[src/rtl/redir_pkg.sv]
package redir_pkg;

   localparam int REG_W = 5;

   typedef struct packed {
      logic             simd;
      logic             bank;
      logic             vec;
      logic [1:0]       ew;
      logic             fp;
      logic [REG_W-1:0] key;
      logic [REG_W-1:0] pidx;
   } redir_entry_t;

   localparam int ENTRY_BITS = $bits(redir_entry_t);

   typedef struct packed {
      logic             hit;
      logic [REG_W-1:0] idx;
      logic             vec;
      logic [1:0]       ew;
      logic             simd;
      logic             bank;
      logic [REG_W-1:0] pidx;
   } redir_result_t;

endpackage

[src/rtl/redir_entry_store.sv]
module redir_entry_store
   import redir_pkg::*;
#(
   parameter int ADDR_W = 4,
   localparam int NUM_ENTRIES = 1 << ADDR_W
) (
   input  logic                           clk,
   input  logic                           rst_n,
   input  logic                           wr_en,
   input  logic [ADDR_W-1:0]              wr_addr,
   input  redir_entry_t                   wr_data,
   output redir_entry_t [NUM_ENTRIES-1:0] entries_o,
   output logic [NUM_ENTRIES-1:0]         valid_o
);

   redir_entry_t [NUM_ENTRIES-1:0] entries_q;
   logic [NUM_ENTRIES-1:0]         valid_q;

   for (genvar e = 0; e < NUM_ENTRIES; e++) begin : g_entry
      logic sel;
      assign sel = wr_en && (wr_addr == ADDR_W'(e));

      always_ff @(posedge clk or negedge rst_n) begin
         if (!rst_n) begin
            entries_q[e] <= '0;
            valid_q[e]   <= 1'b0;
         end else if (sel) begin
            entries_q[e] <= wr_data;
            valid_q[e]   <= 1'b1;
         end
      end
   end

   assign entries_o = entries_q;
   assign valid_o   = valid_q;

   // contents only move when a write is issued
   a_r2_hold_contents: assert property (@(posedge clk) disable iff (!rst_n)
      !wr_en |=> $stable(entries_q));

   a_r2_hold_valid: assert property (@(posedge clk) disable iff (!rst_n)
      !wr_en |=> $stable(valid_q));

   // the addressed entry holds the written word one edge later
   a_r2_write_lands: assert property (@(posedge clk) disable iff (!rst_n)
      wr_en |=> (valid_q[$past(wr_addr)] && entries_q[$past(wr_addr)] == $past(wr_data)));

endmodule

[src/rtl/redir_match_port.sv]
module redir_match_port
   import redir_pkg::*;
#(
   parameter int ADDR_W = 4,
   parameter bit SPACE_FP = 1'b0,
   localparam int NUM_ENTRIES = 1 << ADDR_W
) (
   input  logic                           clk,
   input  logic                           rst_n,
   input  redir_entry_t [NUM_ENTRIES-1:0] entries_i,
   input  logic [NUM_ENTRIES-1:0]         valid_i,
   input  logic [REG_W-1:0]               key_i,
   output redir_result_t                  res_o
);

   logic [NUM_ENTRIES-1:0] match;

   for (genvar e = 0; e < NUM_ENTRIES; e++) begin : g_cmp
      assign match[e] = valid_i[e]
                        && !entries_i[e].bank
                        && (entries_i[e].fp == SPACE_FP)
                        && (entries_i[e].key == key_i);
   end

   // ascending scan: a later (higher) match overrides an earlier one
   always_comb begin
      res_o      = '0;
      res_o.idx  = key_i;
      for (int e = 0; e < NUM_ENTRIES; e++) begin
         if (match[e]) begin
            res_o.hit  = 1'b1;
            res_o.idx  = entries_i[e].key;
            res_o.vec  = entries_i[e].vec;
            res_o.ew   = entries_i[e].ew;
            res_o.simd = entries_i[e].simd;
            res_o.bank = entries_i[e].bank;
            res_o.pidx = entries_i[e].pidx;
         end
      end
   end

   // a hit always names the presented register
   a_r3_hit_index: assert property (@(posedge clk) disable iff (!rst_n)
      res_o.hit |-> (res_o.idx == key_i));

   // reserved bank never leaks to a hit
   a_r5_bank_clear: assert property (@(posedge clk) disable iff (!rst_n)
      res_o.hit |-> !res_o.bank);

   // a miss returns the plain scalar default
   a_r7_miss_default: assert property (@(posedge clk) disable iff (!rst_n)
      !res_o.hit |-> (res_o.idx == key_i && !res_o.vec && res_o.ew == 2'd0
                      && !res_o.simd && !res_o.bank && res_o.pidx == '0));

endmodule

[src/rtl/redir_lookup_table.sv]
module redir_lookup_table
   import redir_pkg::*;
#(
   parameter int ADDR_W  = 4,
   parameter int ENTRY_W = 16
) (
   input  logic              clk,
   input  logic              rst_n,
   input  logic              wr_en,
   input  logic [ADDR_W-1:0] wr_addr,
   input  logic [15:0]       wr_data,
   input  logic [4:0]        int_reg,
   output logic              int_hit,
   output logic [4:0]        int_idx,
   output logic              int_vec,
   output logic [1:0]        int_ew,
   output logic              int_simd,
   output logic              int_bank,
   output logic [4:0]        int_pred,
   input  logic [4:0]        fp_reg,
   output logic              fp_hit,
   output logic [4:0]        fp_idx,
   output logic              fp_vec,
   output logic [1:0]        fp_ew,
   output logic              fp_simd,
   output logic              fp_bank,
   output logic [4:0]        fp_pred
);

   localparam int NUM_ENTRIES = 1 << ADDR_W;
   localparam int NUM_SPACES  = 2;

   if (ADDR_W < 1 || ADDR_W > 6) begin : g_bad_addr
      $error("ADDR_W out of supported range");
   end
   if (ENTRY_W != ENTRY_BITS) begin : g_bad_width
      $error("ENTRY_W must equal the packed entry size");
   end

   redir_entry_t [NUM_ENTRIES-1:0] entries;
   logic [NUM_ENTRIES-1:0]         valid;
   logic [REG_W-1:0]               keys [NUM_SPACES];
   redir_result_t                  res  [NUM_SPACES];

   redir_entry_store #(.ADDR_W(ADDR_W)) u_store (
      .clk      (clk),
      .rst_n    (rst_n),
      .wr_en    (wr_en),
      .wr_addr  (wr_addr),
      .wr_data  (redir_entry_t'(wr_data)),
      .entries_o(entries),
      .valid_o  (valid)
   );

   assign keys[0] = int_reg;
   assign keys[1] = fp_reg;

   for (genvar s = 0; s < NUM_SPACES; s++) begin : g_space
      redir_match_port #(.ADDR_W(ADDR_W), .SPACE_FP(s == 1)) u_port (
         .clk      (clk),
         .rst_n    (rst_n),
         .entries_i(entries),
         .valid_i  (valid),
         .key_i    (keys[s]),
         .res_o    (res[s])
      );
   end

   assign int_hit  = res[0].hit;
   assign int_idx  = res[0].idx;
   assign int_vec  = res[0].vec;
   assign int_ew   = res[0].ew;
   assign int_simd = res[0].simd;
   assign int_bank = res[0].bank;
   assign int_pred = res[0].pidx;

   assign fp_hit   = res[1].hit;
   assign fp_idx   = res[1].idx;
   assign fp_vec   = res[1].vec;
   assign fp_ew    = res[1].ew;
   assign fp_simd  = res[1].simd;
   assign fp_bank  = res[1].bank;
   assign fp_pred  = res[1].pidx;

   // the cycle after reset release nothing can hit
   a_r1_clean_start: assert property (@(posedge clk) disable iff (!rst_n)
      $rose(rst_n) |-> (!int_hit && !fp_hit));

endmodule

[config.mk]
export PLATFORM = sky130hd
export DESIGN_NAME = redir_lookup_table
export DESIGN_NICKNAME = d
export VERILOG_FILES = /design/src/rtl/redir_pkg.sv /design/src/rtl/redir_entry_store.sv /design/src/rtl/redir_match_port.sv /design/src/rtl/redir_lookup_table.sv
export SDC_FILE = /design/constraint.sdc
export NUM_CORES = 1
export LEC_CHECK = 0
export ABC_AREA = 1
export BUFFER_PORTS_ARGS = -buffer_cell sky130_fd_sc_hd__buf_2
export CAP_MARGIN = 40
export CORE_ASPECT_RATIO = 0.6
export CORE_MARGIN = 5
export CORE_UTILIZATION = 50
export DETAILED_ROUTE_END_ITERATION = 8
export PLACE_DENSITY = 0.72
export SLEW_MARGIN = 40
export SYNTH_ARGS = -nofsm -noshare
export SYNTH_HDL_FRONTEND = slang
export SYNTH_SLANG_ARGS = --single-unit
[constraint.sdc]
create_clock -name clk -period 1.72 [get_ports clk]
set_clock_uncertainty 0.15 [all_clocks]
set_input_delay 0.086 -clock clk [delete_from_list [all_inputs] [get_ports clk]]
set_output_delay 0.086 -clock clk [all_outputs]
set_load 0.01 [all_outputs]
==> summary by stage, run 1 <==
Outcome
The flow ran to the end, but the final reports show violations. The checks that failed: negative setup slack.

Setup path
The worst setup path is launched from a flip-flop. The maximum fanout count along the critical path is 4. The worst register-to-register path begins at u_store.entries_o[153]$_DFFE_PN0P_.

The arrival time at the worst endpoint is 2.70 ns. The endpoint of the most critical register-to-register path is u_store.entries_o[153]$_DFFE_PN0P_. Walking the worst path, the cells encountered are buf_6, xor2_4, nor2_4, nand3_4, nand2_2, nor2_1, nor2_1, nand2_1, nand2_1, nand2_1, nand2_1, nand2_1, nand2_1, nand2_1, a21oi_2, buf_2. The cell type with the highest occurrence count on the critical path is nand2_1.

Counting both buffers and inverters, the worst setup path holds a total of 2. The delay of the slowest cell on the worst path is 0.43 ns. By startpoint and endpoint, the worst setup path is classified as reg2out. The number of cells on the worst reg-to-reg path is 4. STA classifies the critical path endpoint as an output pin. At the worst endpoint, the required time is 1.48 ns.

Setup slack on the worst reg-to-reg path comes out at 0.65 ns. The kind of cell with the highest combined delay on the critical path is simple AND/OR/NAND/NOR gates. The cell at the slowest stage of the critical path is dfrtp_1.

Synth
The synthesis-stage register bit count is 272. The post-synthesis instance total is 2237. After synthesis, the netlist uses 52 different library cells. The most used flip-flop cell after synthesis is dfrtp_1. The area share of the largest cell type after synthesis is 0.420. Counting flops with a built-in enable in the synthesized netlist gives 0.

Of all cell types, the one taking the most synthesized area is dfrtp_1. For this run, the number of Yosys warnings is 0. The mean area per synthesized cell is 7.25 um^2. The fraction of synthesis flops using an asynchronous set or reset pin is 1.00. For this run, the register share of the synthesized area comes to 0.420. By area the synthesized netlist is led by dfrtp_1 42%, nand2_1 14%, o21ai_0 9.5%. In this run the cell area of the synthesized design comes to 0.0162 mm^2.

Drt
The total number of vias is 16900. For this run, design rule violations remaining after detail routing come to 0. The routed length on met1 is 25900 um. After detailed routing, no signal wire sits above met4. The per-cell via count in the routed design is 5.70. The first detailed-routing pass took 6 iterations. The wire length on met3 is 7100 um. After detailed routing, the met2 layer carries 23800 um of wire. The number of antenna-violating nets in the routed design is 0.

In this run, the number of DRC markers left after iteration 0 of detailed routing was 2159. The aggregate routed wire length is 58700 um. The mean routed wirelength per cell is 19.8 um.

Hold path
The path with the worst hold slack has its endpoint at u_store.entries_o[153]$_DFFE_PN0P_. The startpoint identified for the worst hold timing path is wr_data[9]. The worst hold path belongs to the class in2reg.

The worst hold path cell count is 4.

Global routing
The remaining global-route overflow is 0. The number of antenna violations at the first check in global routing is 0. Entering global routing, the biggest net connects 55 pins. The first global-routing pass estimated 90600 um of wire. In the global route stage, overall resource usage came out at 0.315.

The number of global-route vias before repair is 15900.

Power
Of the total power, the clock network draws 0.276. The share of total power dissipated in sequential elements is 0.402. The internal portion of the total power is 13.9 mW. Of the total power, the share spent switching nets is 0.365. The leakage power total is 10.5 nW. The combinational share of power is 0.322.

Across the VDD grid, the largest voltage drop is 0.887 mV. The net load switching power is 7.98 mW. For this design the ratio of total power to cell area is 1040 mW/mm^2.

Timing
Setup repair after global routing could not meet its margin everywhere. The post-route worst setup slack is -1.22 ns. The share of the clock period used by the worst path is 1.71.

The worst hold slack is 0.127 ns. Measured against its own limit, the worst slew margin works out to 0.562. Setup violations remaining at the end of the flow were counted as 20.

The number of hold violations in the final report is 0. For the pin with the worst max-slew slack, the measured transition is 0.656 ns. The number of pins with negative max-slew slack in the final report is 0. The final critical-path required period is 2.94 ns. The timing-limited maximum frequency is 0.341 GHz. In the final timing run, aggregate negative setup slack is -22.40 ns.

Clock network
In this run the number of H-tree levels came out at 1. The clock slew seen by the registers of the worst setup and hold paths is 0.06 ns. The CTS tree is built. The total CTS buffers is 27. No sink is reached through more buffers than the 3 on the longest clock path. Clock latency on the worst-skew pair, taken at its later pin, is 0.55 ns.

The cell at the root of the clock tree is clkbuf_16. The clock net in this run drives a total of 272 sinks.

Final layout
The multi-input combinational cells in the finished layout cover a total of 0.00871 mm^2. The layout cell share with drive strength beyond 1 is 0.249. The storage element area is 0.00682 mm^2. 0 antenna diodes ended up in the layout. The total number of nets in the final design is 2556.

From synthesis to final layout, the design area changed by 29.5%. The fill cell instance count of the final layout is 2706.

Floorplan
The width of the die is 242 um. The floorplan has 51 rows. For this configuration, the core starts out at a cell density of 0.503. 65 I/O pins were placed. Measured along the y axis, the die boundary spans 149 um.

The die covers 0.0362 mm^2. The core area is 0.0322 mm^2.

Placed design
After legalization and detailed placement, the total HPWL measured 41300 um. Routability-driven placement finished with a final weighted congestion of 1.00. The count of port buffers added during placement is 62.

Job
The tool flagged a number of max-cap violations equal to 0.
[power groups by stage]
stage	registers [mW]	logic (mW)	clock network [mW]
floorplan	8.53	3.70	0
CTS	8.72	6.47	6.09
detailed placement	8.79	6.09	0
global placement	8.74	5.91	0
global route	8.95	7.71	6.36
finish	8.79	7.04	6.05
[through the flow]
| stage | utilization | instance area (um^2) | cells | worst slack [ns] | power (mW) |
|---|---|---|---|---|---|
| after floorplan | - | 16300 | 2238 | -0.147 | 12.2 |
| after detailed placement | 0.583 | 18800 | 2860 | -0.695 | 14.9 |
| after global placement | 0.583 | 18800 | 2860 | -0.684 | 14.7 |
| final | 0.652 | 21000 | 2966 | -1.22 | 21.9 |
| after CTS | 0.632 | 20400 | 2948 | -1.11 | 21.3 |
| after global routing | 0.652 | 21000 | 2966 | -1.37 | 23.0 |
[worst min-delay path: stages]
cell	delay [ns]
dlygate4sd3_1	0.51
buf_2	0.10
nand2_1	0.04
o21ai_0	0.06
[cells in the final DEF (no fill, tap or decap), types with 42 or more instances in the layout]
master	netlist	layout
nand2_1	616	578
o21ai_0	309	295
dfrtp_1	272	261
nor2_1	268	230
buf_4	6	213
inv_1	190	176
a21oi_1	90	87
xor2_1	72	68
buf_2	5	61
nand4_1	56	56
nand2_2	11	44
buf_12	0	42
[worst max-delay path by stage]
stage | cells after the start | from | endpoint
global placement | 16 | u_store.entries_o[70]$_DFFE_PN0P_ | int_pred[0]
global route | 18 | u_store.entries_o[40]$_DFFE_PN0P_ | int_simd
detailed placement | 16 | int_reg[4] | int_pred[2]
CTS | 15 | u_store.entries_o[158]$_DFFE_PN0P_ | fp_vec
finish | 16 | u_store.entries_o[53]$_DFFE_PN0P_ | int_pred[2]
floorplan | 14 | u_store.entries_o[121]$_DFFE_PN0P_ | fp_ew[0]
[final cells by class]
type	instances	share of cell area
Inverter	210	0.0392
Sequential cell	272	0.325
Timing Repair Buffer	362	0.155
Tap cell	424	0.0253
Clock buffer	34	0.0349
Multi-Input combinational cell	1650	0.415
Clock inverter	14	0.00626
[Yosys cell counts (3+ instances only)]
cell / instances
nand3_2: 9
nor3b_1: 3
clkinv_1: 5
nand2_1: 616
clkbuf_1: 76
nor2_1: 268
nor2_4: 9
inv_1: 190
nor3_1: 39
inv_4: 3
o21ai_0: 309
o21ai_1: 5
buf_2: 5
buf_4: 6
or2_2: 5
xor2_1: 72
inv_2: 11
nand2_4: 4
dfrtp_1: 272
a21oi_2: 18
nand4_1: 56
xnor2_1: 12
nand2_2: 11
nor2_2: 13
nand4_2: 3
nand3b_1: 5
nand3_1: 50
o22ai_1: 5
buf_6: 25
nor4_1: 15
a21oi_1: 90
[layer usage]
metal | GRT usage | vias to the layer above
li1 | - | 7766
met1 | 0.490 | 8002
met2 | 0.446 | 1000
met3 | 0.0627 | 144
met4 | 0.0869 | 0
met5 | 0 | -
[sequential cells by signal, indices dropped and copies added, names as in the netlist]
signal	flops
u_store.valid_o	16
u_store.entries_o	256
[kinds of logic after synthesis]
kind of cell | count (synthesis) | synth area share
compound gates | 436 | 0.143
flops | 272 | 0.420
other cells | 1 | 0.000231
xor+xnor | 84 | 0.0454
simple gates | 1122 | 0.303
buf+inv | 322 | 0.0887
[repair_timing]
action                                  in CTS  in global routing
endpoints found under the hold margin      479                  0
hold buffers                                23                  0
endpoints found under the setup margin      20                 20
setup buffers                               14                 18
gates resized for setup                     90                135
cloned                                       5                  2
pin swaps                                   40                 61
(Power assumes the default switching activity.)
==> run 2: changes to the inputs <==
--- a/config.mk
+++ b/config.mk
@@ -6,8 +6,7 @@
 export NUM_CORES = 1
 export LEC_CHECK = 0
 export ABC_AREA = 1
-export BUFFER_PORTS_ARGS = -buffer_cell sky130_fd_sc_hd__buf_2
-export CAP_MARGIN = 40
+export BUFFER_PORTS_ARGS = -buffer_cell sky130_fd_sc_hd__clkbuf_2
 export CORE_ASPECT_RATIO = 0.6
 export CORE_MARGIN = 5
 export CORE_UTILIZATION = 50
==> summary by stage, run 2 (synthesized netlist as in run 1, its figures left out) <==
Clock network
The cell sitting at the root of the clock tree is a clkbuf_16. In this run the deepest clock path goes through 3 buffers. The total CTS buffers is 27.

The clock latency on the worst-skew pair is 0.56 ns. The CTS sink count is 272. The CTS tree is built. The count of H-tree levels built during CTS is 1. The clock slew seen by the registers of the worst setup and hold paths is 0.06 ns.

Setup path
STA classifies the critical path startpoint as a flip-flop. The worst setup path is captured at an output pin. The path type of the worst setup path is reg2out. The data required time of the worst path is 1.48 ns. The maximum fanout count along the critical path is 5.

Data arrives at the worst endpoint at 2.79 ns. The beginning of the worst register-to-register path is u_store.entries_o[149]$_DFFE_PN0P_. The number of cells on the worst reg-to-reg path is 3. The setup slack of the most critical reg-to-reg path is 0.71 ns. The endpoint of the most critical register-to-register path is u_store.entries_o[149]$_DFFE_PN0P_.

Drt
The mean routed wirelength per cell is 19.1 um. The total number of vias is 16500. The count of nets left with antenna violations once routing finished came out at 0. The number of detailed-routing iterations run before antenna repair is 6. The aggregate routed wire length is 56000 um. For this run, design rule violations remaining after detail routing come to 0. The per-cell via count in the routed design is 5.64.

For this block, the initial DRC count from the detailed router was 1939.

Hold path
The worst hold path begins at wr_data[7]. For hold timing, the worst endpoint is u_store.entries_o[151]$_DFFE_PN0P_. The path type of the worst min-delay path is in2reg.

The worst hold path cell count is 3.

Floorplan
The count of pins on the block boundary is 65. The number of placement rows is 51. The core area is 0.0322 mm^2. The die is 149 um tall. The die covers 0.0362 mm^2. The width of the die is 242 um.

The initial standard-cell utilization of the core is 0.503.

Outcome
The flow ran to the end, but the final reports show violations. The checks that failed: negative setup slack.

Timing
Dividing the final minimum period by the clock period gives 1.76. In the post-route analysis, the smallest setup slack over all paths is -1.31 ns. Subtracting the final worst setup slack from the clock period gives 3.03 ns.

The number of hold violations in the final report is 0. The number of pins with negative max-slew slack in the final report is 0. The worst-case headroom to the max-slew limit is 0.520. Based on the critical path, the design can be clocked at up to 0.330 GHz. Setup repair after global routing could not meet its margin everywhere.

Final hold analysis gives a worst-case slack of 0.0361 ns. The number of setup violations in the final report is 20. The measured slew at the worst slew-check pin is 0.719 ns.

Final layout
The sequential cells in the finished layout cover a total of 0.00681 mm^2. Leaving out fill and tap cells, the most frequent cell in the layout is nand2_1. The area of the multi-input gates is 0.00843 mm^2. Summing all non-filler instances in the final layout gives an area of 0.0203 mm^2.

Of the cells placed in the final design, the portion with a size suffix greater than 1 is 0.216. The post-synthesis to final-layout area growth is 25.2%. In the layout the commonest cells are 578 x nand2_1, 305 x o21ai_0, 270 x dfrtp_1. The total number of nets in the final design is 2516. 0 antenna diodes ended up in the layout. The fill cell instance count of the final layout is 2837. The post-route core utilization is 0.630. The number of flip-flops in the largest register is 256.

Power
Power spread over the standard cell area amounts to 1040 mW/mm^2. Summing internal, switching and leakage power gives 21.2 mW. The worst-case IR drop observed on VDD is 0.954 mV. The analysis attributes to cell leakage a power of 10.2 nW.

Job
The tool flagged a number of max-cap violations equal to 0.

Global routing
The number of antenna violations at the first check in global routing is 0. The wire length of the first global-routing pass is 87800 um. The remaining global-route overflow is 0. The total track usage is 0.306. Entering global routing, the biggest net connects 53 pins. The number of global-route vias before repair is 15600.

Placed design
The setup slack at placement is -0.814 ns. The routability congestion estimate is 0.934. Once placement finished, the instance area stood at 0.0187 mm^2. The count of port buffers added during placement is 62. The sum of net half-perimeters after detailed placement is 40400 um.
==> run 2: cell types whose count changed in the layout (fill, tap and decap cells not counted), sizes merged <==
cell / change
nand3: -2
bufinv: -1
dlygate4sd3: -3
nand2: -2
clkinvlp: +3
buf: -85
clkbuf: +56
inv: +1
clkinv: -9
==> run 2: critical path, cell delays in order (launching register included) <==
cell and delay, ns:
dfrtp_1 0.40, nor2_2 0.15, buf_4 0.13, nand2_2 0.04
nor2_2 0.10, nand2_2 0.08, nor2_4 0.18, inv_2 0.07
nand2_4 0.10, clkinvlp_4 0.16, nand2_1 0.13, nand2_1 0.07
nand2_1 0.08, nand2_1 0.05, nand2_1 0.06, nand2_1 0.05
nand2_1 0.06, nand2_1 0.07, a21oi_2 0.11, clkbuf_2 0.14
==> run 2: area by class of cell <==
type / count / area share
timing repair inverter: 1 / 0.000370
sequential: 272 / 0.335
timing repair buffer: 325 / 0.141
inverter: 210 / 0.0399
clock inverter: 7 / 0.00327
multi-input combinational: 1646 / 0.415
tap: 424 / 0.0261
clock buffer: 39 / 0.0390
==> run 2: worst max path at each step <==
| stage | to | startpoint | slack [ns] |
|---|---|---|---|
| CTS | fp_pred[2] | u_store.entries_o[46]$_DFFE_PN0P_ | -1.20 |
| global route | int_ew[0] | u_store.entries_o[46]$_DFFE_PN0P_ | -1.47 |
| global placement | fp_pred[4] | fp_reg[2] | -0.79 |
| detailed placement | fp_ew[1] | fp_reg[2] | -0.81 |
| floorplan | fp_ew[0] | u_store.entries_o[121]$_DFFE_PN0P_ | -0.15 |
| finish | int_pred[2] | u_store.entries_o[46]$_DFFE_PN0P_ | -1.31 |
==> run 2: power breakdown <==
group          switching (mW)  internal [mW]  total [mW]
clock network            2.63           3.32        5.95
registers                1.12           7.65        8.77
logic                    3.81           2.65        6.46
total                    7.56           13.6        21.2
==> run 2: per-layer routing <==
metal	up-vias	global-route usage	part of all wire
li1	7664	-	-
met1	7825	0.475	0.46
met2	895	0.447	0.41
met3	111	0.0561	0.11
met4	0	0.0710	0.024
met5	-	0	0
==> run 2: timing repair <==
| item | in CTS | in global routing |
|---|---|---|
| buffers inserted | 14 | 3 |
| pin swaps | 38 | 39 |
| hold endpoints to repair | 484 | 0 |
| hold buffers | 20 | 0 |
| gates resized for setup | 65 | 74 |
| gates cloned | 4 | 1 |
| setup endpoints to repair | 20 | 20 |
==> run 2: stage by stage <==
step | instances | TNS, ns
after floorplan | 2238 | -2.33
after global placement | 2841 | -12.84
after detailed placement | 2841 | -13.71
after CTS | 2923 | -22.90
after global routing | 2924 | -27.15
final | 2924 | -23.94
==> run 3: changes to the inputs <==
--- a/config.mk
+++ b/config.mk
@@ -12,6 +12,7 @@
 export CORE_UTILIZATION = 50
 export DETAILED_ROUTE_END_ITERATION = 8
 export PLACE_DENSITY = 0.72
+export REMOVE_ABC_BUFFERS = 1
 export SLEW_MARGIN = 40
 export SYNTH_ARGS = -nofsm -noshare
 export SYNTH_HDL_FRONTEND = slang
==> summary by stage, run 3 (synthesized netlist as in run 1, its figures left out) <==
Final layout
Counting the fill cells in the layout gives 2763. The net count of the finished layout is 2534. The number of flip-flops in the largest register is 256.

The area of the multi-input gates is 0.00853 mm^2. Of the cells placed in the final design, the portion with a size suffix greater than 1 is 0.224. The post-synthesis to final-layout area growth is 26.3%. The count of inserted antenna diode cells is 0.

The library cell used most frequently in the layout, excluding fill and tap cells, is nand2_1. Leaving out fill and tap cells, the most frequent cells in the layout are 588 x nand2_1, 303 x o21ai_0, 266 x dfrtp_1. The number of cells in the finished layout apart from fillers is 2940. Across the whole layout, storage elements account for 0.00681 mm^2.

Timing
The number of setup violations in the final report is 20. In the final timing run, aggregate negative setup slack is -24.05 ns. The routed design could run at a clock period as short as 3.03 ns. At the pin with the least slew margin, the transition time is 0.595 ns. The post-route worst setup slack is -1.31 ns.

The worst hold slack is 0.0427 ns. Setup repair after global routing could not meet its margin everywhere. The number of hold violations in the final report is 0. The worst-case headroom to the max-slew limit is 0.603.

Derived from the worst setup path, the maximum achievable clock frequency is 0.330 GHz. Of the available clock period, the critical path in the final layout requires 1.76. The number of pins with negative max-slew slack in the final report is 0.

Setup path
The data required time of the worst path is 1.48 ns. The arrival time at the worst endpoint is 2.80 ns. The path type of the worst setup path is reg2out. The maximum fanout count along the critical path is 5. The worst setup path is launched from a flip-flop.

The critical path capture point type is an output pin.

Drt
The total number of vias is 16700. Summed over all layers, the routed wires come to 57300 um. In this run, the number of DRC markers left after iteration 0 of detailed routing was 1912. After detailed routing, the number of remaining DRC violations is 0. Dividing the detail-routed via count by the number of cells gives 5.68.

After detailed routing, the average wire length per cell comes to 19.5 um. The first TritonRoute pass finished after 6 iterations. The number of antenna-violating nets in the routed design is 0.

Outcome
The checks that failed: negative setup slack. The flow ran to the end, but the final reports show violations.

Power
The peak ir drop on the vdd network is 0.831 mV. The analysis attributes to cell leakage a power of 10.3 nW. The post-route total power is 21.2 mW. In this run the power density over the cells is 1040 mW/mm^2.

Clock network
Clock-pin slew was measured on the worst setup and hold paths at 0.07 ns. No sink is reached through more buffers than the 3 on the longest clock path. The clock latency on the worst-skew pair is 0.56 ns. The count of H-tree levels built during CTS is 1.

The CTS sink count is 272. The cell at the root of the clock tree is clkbuf_16. The CTS tree is built. The total CTS buffers is 27.

Floorplan
The die is 242 um wide. The die is 149 um tall. The core area is 0.0322 mm^2. The initial standard-cell utilization of the core is 0.503. The die covers 0.0362 mm^2. In this run the core area contains 51 standard-cell rows.

During I/O placement, the number of pins put on the boundary was 65.

Global routing
In the global route stage, overall resource usage came out at 0.304. The number of antenna violations at the first check in global routing was 0. Entering global routing, the biggest net connects 56 pins. For this run, global-route usage on met1 was measured as 0.453.

The met3 usage is 0.0748. The wire length of the first global-routing pass is 87300 um. The number of global-route vias before repair was 15700. In this run the most used layer during global routing was met1. The total overflow left after global routing is 0. The global-route track usage on met2 is 0.439.

Placed design
OpenSTA, run right after detailed placement, puts the worst setup slack at -0.685 ns. At the end of routability-driven placement, the weighted congestion stood at 0.979. Once detailed placement completed, the half-perimeter wirelength came to 40800 um. In this run the tool buffered the top-level ports with 62 buffer cells. The cell count after placement is 2855.

Hold path
The worst hold path belongs to the class in2reg.

Job
The number of max-capacitance violations reported is 0.
-- run 3: cell count changes in the layout (fill, tap and decap cells not counted), sizes merged --
| cell | delta |
|---|---|
| buf | +14 |
| clkbuf | -2 |
| clkinv | +3 |
| clkinvlp | -2 |
| dlygate4sd3 | +1 |
| nand2 | +1 |
| nand3 | +1 |
| nand3b | -1 |
| nor2 | +1 |
-- run 3: worst max-delay path, stage by stage (launching register included) --
cell and delay, ns:
dfrtp_1 0.45, xor2_1 0.20, nor2_1 0.35, nand3_2 0.26, buf_4 0.21, nand3_1 0.07, nor2_1 0.04, nand2_1 0.06
nand2_1 0.06, nand2_1 0.06, nand2_1 0.06, nand2_1 0.06, nand2_1 0.07, a21oi_2 0.12, clkbuf_2 0.14
-- run 3: path summary, 6_finish.rpt --
| check | start | end | slack (ns) | cells after the start |
|---|---|---|---|---|
| worst max-delay path | u_store.entries_o[102]$_DFFE_PN0P_ | int_vec | -1.31 | 14 |
| worst min-delay path | wr_addr[0] | u_store.valid_o[4]$_DFFE_PN0P_ | 0.04 | 5 |
| worst max register to register | u_store.entries_o[41]$_DFFE_PN0P_ | u_store.entries_o[41]$_DFFE_PN0P_ | 0.65 | 4 |
| worst min register to register | u_store.valid_o[8]$_DFFE_PN0P_ | u_store.valid_o[8]$_DFFE_PN0P_ | 0.30 | 2 |
| max in group asynchronous | rst_n | u_store.entries_o[24]$_DFFE_PN0P_ | 0.20 | 4 |
| min in group asynchronous | rst_n | u_store.entries_o[44]$_DFFE_PN0P_ | 0.45 | 3 |
-- run 3: power by group --
part	internal, mW	leakage, nW	switching, mW	total, mW
logic	2.73	6.55	3.99	6.72
clock network	3.10	0.400	2.64	5.74
registers	7.66	3.37	1.10	8.76
total	13.5	10.3	7.73	21.2
-- run 3: repair_timing --
item | in CTS | in global routing
pin swaps | 14 | 41
gates resized for setup | 51 | 108
endpoints found under the hold margin | 479 | 0
endpoints found under the setup margin | 20 | 20
hold buffers | 21 | 0
buffers inserted | 3 | 12
gates cloned | 1 | 4
-- run 3: layer usage --
metal / part of all wire / up-vias
met4: 0.031 / 0
met2: 0.41 / 967
met5: 0 / -
li1: - / 7720
met3: 0.12 / 139
met1: 0.44 / 7873
-- run 3: per-stage QoR --
step | util | cell area (um^2)
final | 0.636 | 20500
after global routing | 0.636 | 20500
after CTS | 0.618 | 19900
after detailed placement | 0.580 | 18700
after global placement | 0.580 | 18700
after floorplan | - | 15600
-- run 3: final cells by class --
| class | instances | area share |
|---|---|---|
| well taps | 424 | 0.0259 |
| clock buffers | 35 | 0.0354 |
| repair buffers | 342 | 0.146 |
| flip-flops and latches | 272 | 0.333 |
| clock inverters | 9 | 0.00379 |
| inverters | 210 | 0.0398 |
| multi-input cells | 1648 | 0.417 |
